## src/rtl/bws_pkg.sv

```systemverilog
package bws_pkg;

    localparam int DATA_W      = 64;
    localparam int BE_W        = DATA_W / 8;
    localparam int ADDR_W      = 32;
    localparam int QADDR_W     = ADDR_W - 3;
    localparam int BOUND_BYTES = 4096;
    localparam int BOUND_W     = $clog2(BOUND_BYTES);
    localparam int MAX_BEATS   = 64;
    localparam int CNT_W       = $clog2(MAX_BEATS + 1);
    localparam int LEN_W       = $clog2(2 * MAX_BEATS + 1);

    typedef enum logic [1:0] {
        ST_IDLE,
        ST_HDR,
        ST_DATA
    } seg_state_t;

    typedef struct packed {
        logic [2*ADDR_W-1:0] addr;
        logic [LEN_W-1:0]    len;
        logic [3:0]          fbe;
        logic [3:0]          lbe;
        logic                is64;
    } pkt_hdr_t;

    function automatic logic [CNT_W-1:0] mps_to_beats(input logic [1:0] code);
        case (code)
            2'b00:   return CNT_W'(128 / BE_W);
            2'b01:   return CNT_W'(256 / BE_W);
            default: return CNT_W'(512 / BE_W);
        endcase
    endfunction

    // ones from some bit up to the top bit (all-ones allowed)
    function automatic logic is_high_run(input logic [BE_W-1:0] be);
        logic [BE_W-1:0] inv;
        inv = ~be;
        return (inv & (inv + 1'b1)) == '0;
    endfunction

    // ones from bit zero up to some bit (all-ones allowed)
    function automatic logic is_low_run(input logic [BE_W-1:0] be);
        return (be & (be + 1'b1)) == '0;
    endfunction

endpackage

```

## src/rtl/bws_hdr_calc.sv

```systemverilog
module bws_hdr_calc
    import bws_pkg::*;
(
    input  logic [QADDR_W-1:0] qaddr,
    input  logic [CNT_W-1:0]   rem,
    input  logic [CNT_W-1:0]   mps_beats,
    input  logic               first_beat,
    input  logic [BE_W-1:0]    head_be,
    input  logic [BE_W-1:0]    tail_be,
    input  logic [ADDR_W-1:0]  upper,
    input  logic               en64,
    output pkt_hdr_t           hdr,
    output logic [CNT_W-1:0]   seg_beats
);
    localparam int QW_BOUND = BOUND_BYTES / BE_W;
    localparam int TB_W     = BOUND_W - 2;

    logic [TB_W-1:0]  to_bound;
    logic [CNT_W-1:0] lim;
    logic [BE_W-1:0]  first_q, last_q;
    logic             lo_skip, hi_skip;

    always_comb begin
        to_bound  = TB_W'(QW_BOUND) - TB_W'(qaddr[BOUND_W-4:0]);
        lim       = (rem < mps_beats) ? rem : mps_beats;
        seg_beats = (TB_W'(lim) > to_bound) ? CNT_W'(to_bound) : lim;

        first_q = first_beat ? head_be : ((rem == CNT_W'(1)) ? tail_be : '1);
        last_q  = (seg_beats == CNT_W'(1)) ? first_q
                : ((seg_beats == rem) ? tail_be : '1);
        lo_skip = (first_q[3:0] == 4'h0);
        hi_skip = (last_q[7:4] == 4'h0);

        hdr.len  = LEN_W'({seg_beats, 1'b0}) - LEN_W'(lo_skip) - LEN_W'(hi_skip);
        hdr.is64 = en64 && (upper != '0);
        hdr.addr = {hdr.is64 ? upper : '0, qaddr, lo_skip, 2'b00};
        hdr.fbe  = lo_skip ? first_q[7:4] : first_q[3:0];
        hdr.lbe  = (hdr.len == LEN_W'(1)) ? 4'h0
                 : (hi_skip ? last_q[3:0] : last_q[7:4]);
    end

endmodule

```

## src/rtl/bws_be_check.sv

```systemverilog
module bws_be_check
    import bws_pkg::*;
(
    input  logic [BE_W-1:0] be,
    input  logic            is_first,
    input  logic            is_last,
    input  logic            multi,
    input  logic [BE_W-1:0] tail_be,
    output logic            bad
);
    always_comb begin
        if (is_first)
            bad = (be == '0) || (multi && !is_high_run(be));
        else if (is_last)
            bad = (be == '0) || (be != tail_be) || !is_low_run(be);
        else
            bad = (be != '1);
    end

endmodule

```

## src/rtl/burst_wr_segmenter.sv

```systemverilog
module burst_wr_segmenter
    import bws_pkg::*;
(
    input  logic                clk,
    input  logic                rst,
    input  logic [1:0]          cfg_mps,
    input  logic [ADDR_W-1:0]   cfg_upper_addr,
    input  logic                cfg_addr64_en,
    input  logic                s_write,
    input  logic [QADDR_W-1:0]  s_qaddr,
    input  logic [CNT_W-1:0]    s_burstcount,
    input  logic [DATA_W-1:0]   s_writedata,
    input  logic [BE_W-1:0]     s_byteenable,
    input  logic [BE_W-1:0]     s_tail_be,
    output logic                s_waitrequest,
    output logic                m_valid,
    input  logic                m_ready,
    output logic                m_sop,
    output logic                m_eop,
    output logic [DATA_W-1:0]   m_data,
    output logic [BE_W-1:0]     m_be,
    output logic [2*ADDR_W-1:0] m_hdr_addr,
    output logic [LEN_W-1:0]    m_hdr_len,
    output logic [3:0]          m_hdr_fbe,
    output logic [3:0]          m_hdr_lbe,
    output logic                m_hdr_is64,
    output logic                proto_err
);
    seg_state_t          state;
    logic [QADDR_W-1:0]  qaddr_q;
    logic [CNT_W-1:0]    rem_q, seg_left_q, mps_q;
    logic                first_q, multi_q, en64_q;
    logic [BE_W-1:0]     head_be_q, tail_be_q;
    logic [ADDR_W-1:0]   upper_q;

    pkt_hdr_t            hdr;
    logic [CNT_W-1:0]    seg_beats;
    logic                be_bad;
    logic                accept;

    bws_hdr_calc u_hdr (
        .qaddr      (qaddr_q),
        .rem        (rem_q),
        .mps_beats  (mps_q),
        .first_beat (first_q),
        .head_be    (head_be_q),
        .tail_be    (tail_be_q),
        .upper      (upper_q),
        .en64       (en64_q),
        .hdr        (hdr),
        .seg_beats  (seg_beats)
    );

    bws_be_check u_be (
        .be       (s_byteenable),
        .is_first (first_q),
        .is_last  (rem_q == CNT_W'(1)),
        .multi    (multi_q),
        .tail_be  (tail_be_q),
        .bad      (be_bad)
    );

    assign accept        = (state == ST_DATA) && s_write && m_ready;
    assign s_waitrequest = !((state == ST_DATA) && m_ready);
    assign m_valid       = (state == ST_HDR) || ((state == ST_DATA) && s_write);
    assign m_sop         = (state == ST_HDR);
    assign m_eop         = (state == ST_DATA) && (seg_left_q == CNT_W'(1));
    assign m_data        = s_writedata;
    assign m_be          = s_byteenable;
    assign m_hdr_addr    = hdr.addr;
    assign m_hdr_len     = hdr.len;
    assign m_hdr_fbe     = hdr.fbe;
    assign m_hdr_lbe     = hdr.lbe;
    assign m_hdr_is64    = hdr.is64;

    always_ff @(posedge clk) begin
        if (rst) begin
            state      <= ST_IDLE;
            qaddr_q    <= '0;
            rem_q      <= '0;
            seg_left_q <= '0;
            mps_q      <= '0;
            first_q    <= 1'b0;
            multi_q    <= 1'b0;
            en64_q     <= 1'b0;
            head_be_q  <= '0;
            tail_be_q  <= '0;
            upper_q    <= '0;
            proto_err  <= 1'b0;
        end else begin
            proto_err <= accept && be_bad;
            case (state)
                ST_IDLE: begin
                    if (s_write) begin
                        qaddr_q   <= s_qaddr;
                        rem_q     <= s_burstcount;
                        mps_q     <= mps_to_beats(cfg_mps);
                        first_q   <= 1'b1;
                        multi_q   <= (s_burstcount > CNT_W'(1));
                        head_be_q <= s_byteenable;
                        tail_be_q <= s_tail_be;
                        upper_q   <= cfg_upper_addr;
                        en64_q    <= cfg_addr64_en;
                        state     <= ST_HDR;
                    end
                end
                ST_HDR: begin
                    if (m_ready) begin
                        seg_left_q <= seg_beats;
                        state      <= ST_DATA;
                    end
                end
                default: begin
                    if (accept) begin
                        qaddr_q    <= qaddr_q + 1'b1;
                        rem_q      <= rem_q - 1'b1;
                        seg_left_q <= seg_left_q - 1'b1;
                        first_q    <= 1'b0;
                        if (seg_left_q == CNT_W'(1))
                            state <= (rem_q == CNT_W'(1)) ? ST_IDLE : ST_HDR;
                    end
                end
            endcase
        end
    end

endmodule

```

## config.mk

```make
export PLATFORM = sky130hd
export DESIGN_NAME = burst_wr_segmenter
export DESIGN_NICKNAME = d
export VERILOG_FILES = /design/src/rtl/bws_pkg.sv /design/src/rtl/bws_hdr_calc.sv /design/src/rtl/bws_be_check.sv /design/src/rtl/burst_wr_segmenter.sv
export SDC_FILE = /design/constraint.sdc
export NUM_CORES = 1
export LEC_CHECK = 0
export BUFFER_PORTS_ARGS = -buffer_cell sky130_fd_sc_hd__buf_2
export CORE_MARGIN = 5
export CORE_UTILIZATION = 30
export DETAILED_ROUTE_END_ITERATION = 8
export GPL_TIMING_DRIVEN = 0
export PLACE_DENSITY = 0.52
export SLEW_MARGIN = 20
export SYNTH_ARGS = -nofsm -noshare
export SYNTH_HDL_FRONTEND = slang
export SYNTH_SLANG_ARGS = --single-unit
```

## constraint.sdc

```tcl
create_clock -name clk -period 12.5 [get_ports clk]
set_input_delay 3.75 -clock clk [delete_from_list [all_inputs] [get_ports clk]]
set_output_delay 3.75 -clock clk [all_outputs]
set_load 0.01 [all_outputs]
```

== Word level (Yosys, flattened, before mapping) ==
Index checks and enable logic that the tools add are counted.
Word-level totals
  bits of input ports: 155
  logic and storage cells: 101
  bits in registers: 104
Operators by class
  magnitude comparators: 3
  reductions and logical operators: 30
  muxes and demuxes: 31
  $add $sub $neg: 8
  equal/unequal tests: 12
  bitwise gates (word level): 5
Operators by type and width (number)
  2-to-1 mux 29 bit: 2
  one-hot mux 29 bit (2 select lines): 1
  2-to-1 mux 7 bit: 6
  one-hot mux 7 bit (2 select lines): 3
  2-to-1 mux 32 bit: 1
  2-to-1 mux 8 bit: 4
  nonzero test 32 bit: 1
  adder 29 x 1 -> 29 bit (second input constant): 1
  zero test 8 bit: 3
  == test 7 x 1 -> 1 bit (second input constant): 3
  adder 8 x 1 -> 8 bit (second input constant): 2
  bitwise AND 8 bit: 2
  subtractor 8 x 1 -> 8 bit: 2
  subtractor 7 x 1 -> 7 bit (second input constant): 2
  2-to-1 mux 4 bit: 3
  > comparator 7 x 10 -> 1 bit: 1
  subtractor 10 x 9 -> 10 bit (first input constant): 1
  == test 8 x 1 -> 1 bit (second input constant): 1
  zero test 4 bit: 2
  2-to-1 mux 2 bit: 4
  inequality test 8 bit: 1
  inequality test 8 bit (second input constant): 1
  inverter 8 bit: 1
  == test 7 bit: 1
  other kinds (18): 40

== Depth between registers and ports, before layout ==
  depth after elaboration: 11
  gate-level depth with buffers: 26
  depth with buffers taken out: 24

== By module ==
Synthesis repeated with hierarchy kept, for this count alone.
Unflattened totals
  cells, all modules: 1059
  area total of the unflattened synthesis: 7862.5 um^2
By module, submodules not included
  burst_wr_segmenter: area an instance 5502.8 um^2, cells an instance 727, times used 1
  bws_hdr_calc: area an instance 2123.3 um^2, cells an instance 292, times used 1
  bws_be_check: area an instance 236.5 um^2, cells an instance 40, times used 1

== Worst setup path after synthesis ==
OpenSTA, ideal clock, no wires.
  kind: reg-to-output
  from: register rem_q[6]
  to: output m_hdr_lbe[2]
  data arrival time: 5.647 ns
  stages on the path, launching flop included: 26
  setup slack: 3.103 ns
  buffers on the path: 2
  path through: dfxtp_1 > ha_1 > a21o_1 > a31oi_1 > clkbuf_1 > nor2_1 > a21oi_1 > inv_1 > ha_1 > and4_1 > and3_1 > a211oi_2 > o21a_1 > buf_6 > mux2i_1 > a2bb2oi_1 > a32o_1 > nand2_1 > ha_1 > inv_1 > ha_1 > a21oi_1 > a221o_1 > or4_4 > o211ai_2 > o32ai_1
On the way
  longest elaborated chain between the ends: 11
  elaborated cells between the ends (all ways): 18
  those cells by class: 2 x add/sub; 2 x order compare; 4 x eq/ne; 8 x mux; 2 x reduce/logical
RTL lines
  from (decl): RTL line burst_wr_segmenter.sv:31  | logic [CNT_W-1:0] rem_q, seg_left_q, mps_q;
  from (signal assigned): RTL line burst_wr_segmenter.sv:96  | rem_q <= s_burstcount;
  from (signal assigned): RTL line burst_wr_segmenter.sv:116  | rem_q <= rem_q - 1'b1;
  less-than comparator 7 bit: RTL line bws_hdr_calc.sv:25  | lim = (rem < mps_beats) ? rem : mps_beats;
  2-to-1 mux 7 bit: RTL line bws_hdr_calc.sv:25
  > comparator 7 x 10 -> 1 bit: RTL line bws_hdr_calc.sv:26  | seg_beats = (TB_W'(lim) > to_bound) ? CNT_W'(to_bound) : lim;
  2-to-1 mux 7 bit: RTL line bws_hdr_calc.sv:26
  == test 7 bit: RTL line bws_hdr_calc.sv:30  | : ((seg_beats == rem) ? tail_be : '1);
  2-to-1 mux 8 bit: RTL line bws_hdr_calc.sv:30
  2-to-1 mux 8 bit: RTL line bws_hdr_calc.sv:29  | last_q = (seg_beats == CNT_W'(1)) ? first_q
  zero test 4 bit: RTL line bws_hdr_calc.sv:32  | hi_skip = (last_q[7:4] == 4'h0);
  subtractor 8 x 1 -> 8 bit *: RTL line bws_hdr_calc.sv:34  | hdr.len = LEN_W'({seg_beats, 1'b0}) - LEN_W'(lo_skip) - LEN_W'(hi_skip);
  via m_hdr_len[6]: RTL line burst_wr_segmenter.sv:23  | output logic [LEN_W-1:0] m_hdr_len,
  == test 8 x 1 -> 1 bit *: RTL line bws_hdr_calc.sv:38  | hdr.lbe = (hdr.len == LEN_W'(1)) ? 4'h0
  2-to-1 mux 4 bit *: RTL line bws_hdr_calc.sv:38
  to (decl): RTL line burst_wr_segmenter.sv:25  | output logic [3:0] m_hdr_lbe,
The timed path passes the listed nets; every way through them passes the cells marked *.

== Worst setup path in the final report ==
  from: register rem_q[6]
  to: output m_hdr_lbe[2]
On the way
  longest elaborated chain between the ends: 11
  elaborated cells between the ends (all ways): 18
  those cells by class: 2 x add/sub; 2 x order compare; 4 x eq/ne; 8 x mux; 2 x reduce/logical
RTL lines (RTL line)
  less-than comparator 7 bit: bws_hdr_calc.sv:25
  2-to-1 mux 7 bit: bws_hdr_calc.sv:25
  > comparator 7 x 10 -> 1 bit: bws_hdr_calc.sv:26
  2-to-1 mux 7 bit: bws_hdr_calc.sv:26
  == test 7 bit: bws_hdr_calc.sv:30
  2-to-1 mux 8 bit: bws_hdr_calc.sv:30
  2-to-1 mux 8 bit: bws_hdr_calc.sv:29
  zero test 4 bit: bws_hdr_calc.sv:32
  subtractor 8 x 1 -> 8 bit: bws_hdr_calc.sv:34
  == test 8 x 1 -> 1 bit: bws_hdr_calc.sv:38
  2-to-1 mux 4 bit *: bws_hdr_calc.sv:38
Mark *: on every way between the ends. The rest lies on a longest branch, timed or not.

==> out/metrics.csv <==
stage;metric;value;unit
outcome;status;complete, no violations;
synthesis;yosysMostFrequentCell;nand2_1;
synthesis;synth.area.top_cells;dfxtp_1 28%, nand2_1 8.2%, buf_4 8.1%;
synthesis;syn_avg_cell_area;7.129;sq um
synthesis;synthTopCellsByCount;154 x nand2_1, 107 x a21oi_1, 100 x dfxtp_1;
drt;first_iter_violations;497;
placed_design;hpwl;20290;um
grt;grt_pass1_vias;7367;
synthesis;syn_inst;988;
critical_path;cp-end-kind;output port;
floorplan;io_pins;313;
power;sequentialPowerShare;34.9;%
critical_path;critPathKind;register to output port;
synthesis;ys_seq_elements;100;
floorplan;die_area;26640;sq um
critical_path;slowest_delay;560;ps
final_layout;multiInputGateArea;4101;sq um
synthesis;yosys_warnings;0;
placed_design;place_congestion;0.8608;
clock_tree;post-cts-setup-buffers;0;
timing;maxSlewViolCount;0;
timing;slew_headroom;50.02;%
grt;antenna_found_initial;5;
clock_tree;cts-root-buf;clkbuf_16;
placed_design;dp_cells;1549;
clock_tree;cts_buffer_depth;2;
synthesis;synth.distinct_cells;64;
hold_path;hold_path_class;register to register;
drt;drc;0;
power;switching_power;0.0004083;W
synthesis;yosys.area.top_type;dfxtp_1;
floorplan;fp.dieW;163.2;um
grt;grt_overflow_total;0;
timing;fin_crit_sh;88.18;%
floorplan;initial_core_util;30.28;%
power;power_density;119.5;nW/um^2
critical_path;critical_path_peak_fanout;10;
synthesis;syn-cell-area;7043;sq um
clock_tree;hold_buffers;0;
grt;grt_pass1_wl;40090;um
power;internal_power;0.0006631;W
clock_tree;clk_pin_slew_worst_paths;80;ps
critical_path;critPathSlowestCell;mux2i_1;
power;switching_share;38.11;%
run;drv_cap;0;
timing;fmax;90.72;MHz
drt;wl_per_cell;16.70;um
final_layout;final_nets;1414;
drt;ant_nets;0;
grt;grt_max_degree;19;
synthesis;async_flop_share;0;%
clock_tree;cts_resized;0;
drt;first_pass_iters;5;
timing;grt_setup_unrepaired;false;
clock_tree;insertion_delay;360;ps
critical_path;crit_top_cell;ha_1;
final_layout;area.growth.synth_to_final;27.34;%
synthesis;synth_edf_count;0;
timing;hold_violations;0;
placed_design;port_buffers;241;
power;p_leak;3.973;nW
drt;wl;26170;um
grt;grt_usage;18.71;%
floorplan;die_h;163.2;um
critical_path;cp_data_required_time;8750;ps
synthesis;synth_flop_cell;dfxtp_1;
final_layout;final_cells;1567;
clock_tree;numCtsBuffers;9;
clock_tree;cts_tree;done;
synthesis;ys_seq_area_share;28.42;%
clock_tree;clock-sinks;100;
timing;setup_violations;0;
timing;tightestPinTransition;749.7;ps
timing;fin_setup_tns;0;ps
final_layout;fillers;2597;
critical_path;cp-start-kind;register;
power;p_comb_share;36.1;%
floorplan;core_area;23260;sq um
timing;finalClockSkew;12.68;ps
power;ir_drop;0.05967;mV
critical_path;arrival;7270;ps
final_layout;drive_gt1_share;28.33;%
final_layout;seqCellArea;2002;sq um
drt;viasPerCell;5.042;
timing;fin_crit;11020;ps
drt;dr_total_vias;7901;
floorplan;rows;56;
power;p_clk_share;29.0;%
clock_tree;cts_max_level;3;
synthesis;synth.top_cell.area_share;28.42;%
-- layout make-up --
cell class	instances	share of cell area, %
multi-input combinational	718	45.73
inverter	30	1.256
sequential	100	22.32
buffer	141	9.263
timing repair buffer	241	13.45
antenna	2	0.05580
clock buffer	10	2.553
clock inverter	6	0.9208
tap	319	4.450
-- state kept, by name, summed over array words and instances (netlist names), 2 cells and up --
signal,cells
head_be_q,8
mps_q,3
qaddr_q,29
rem_q,7
seg_left_q,7
state,2
tail_be_q,8
upper_q,32
-- power groups by stage --
stage,sequential (W),combinational (W),clock [W]
2_1_floorplan,0.000376,0.000253,0
3_3_place_gp,0.000380,0.000385,0
3_5_place_dp,0.000380,0.000387,0
4_1_cts,0.000373,0.000389,0.000316
5_1_grt,0.000377,0.000431,0.000328
6_report,0.000374,0.000387,0.000311
-- layout by cell type (no fill, tap or decap), types with 10 or more instances in the layout --
| master | instances |
|---|---|
| clkbuf_1 | 60 |
| dfxtp_1 | 100 |
| a22oi_1 | 11 |
| nand2_1 | 154 |
| and2_1 | 50 |
| o21ai_0 | 45 |
| inv_1 | 30 |
| a21oi_1 | 107 |
| ha_1 | 18 |
| and3_1 | 13 |
| buf_2 | 241 |
| nor4_1 | 16 |
| nand3_1 | 24 |
| xnor2_1 | 12 |
| o22ai_1 | 14 |
| nor3_1 | 29 |
| buf_4 | 76 |
| nor2_1 | 72 |
| nand2b_1 | 10 |
| a211oi_1 | 25 |
-- through the flow --
step / instance area (sq um) / util, % / total power (W) / hold WS, ps / worst slack, ps
2_1_floorplan: 7047 / - / 0.0006284 / 431.2 / 3103
6_report: 8969 / 38.55 / 0.001071 / 452.9 / 1477
3_3_place_gp: 8652 / 37.19 / 0.0007656 / 441.1 / 1968
3_5_place_dp: 8652 / 37.19 / 0.0007671 / 446.1 / 1949
4_1_cts: 8964 / 38.53 / 0.001077 / 457.1 / 1528
5_1_grt: 8969 / 38.55 / 0.001136 / 481.4 / 1022
-- kinds of logic after synthesis --
logic type / synth area share [%]
other cells: 0.05324
compound gates: 24.20
simple gates: 27.38
xor+xnor: 2.505
fa+ha+maj: 3.198
mux: 0.8528
buf+inv: 13.39
flops: 28.42
-- worst paths after layout --
check / end / start / slack (ps) / cells after the start
setup / recovery: m_hdr_lbe[2] / rem_q[6] / 1480 / 25
setup reg to reg: seg_left_q[3] / rem_q[6] / 7530 / 17
hold reg to reg: head_be_q[7] / head_be_q[7] / 450 / 2
hold / removal: head_be_q[7] / head_be_q[7] / 450 / 2
-- routing by layer --
layer,wire (um),vias up,GRT usage [%]
li1,-,3897,-
met1,11980,3648,26.20
met2,11710,321,29.62
met3,2072,29,3.760
met4,374,6,4.537
met5,35,-,0
-- critical path: cells and delay by family, from the launching register on --
kind	cells	cell delay (ps)
and+or+nand+nor	5	1050
AOI/OAI and AO/OA	11	2840
muxes	1	560
buffers and inverters	4	750
adders and majority gates	4	1140
DFF	1	530
No activity file was read; power rests on OpenSTA's default activity.
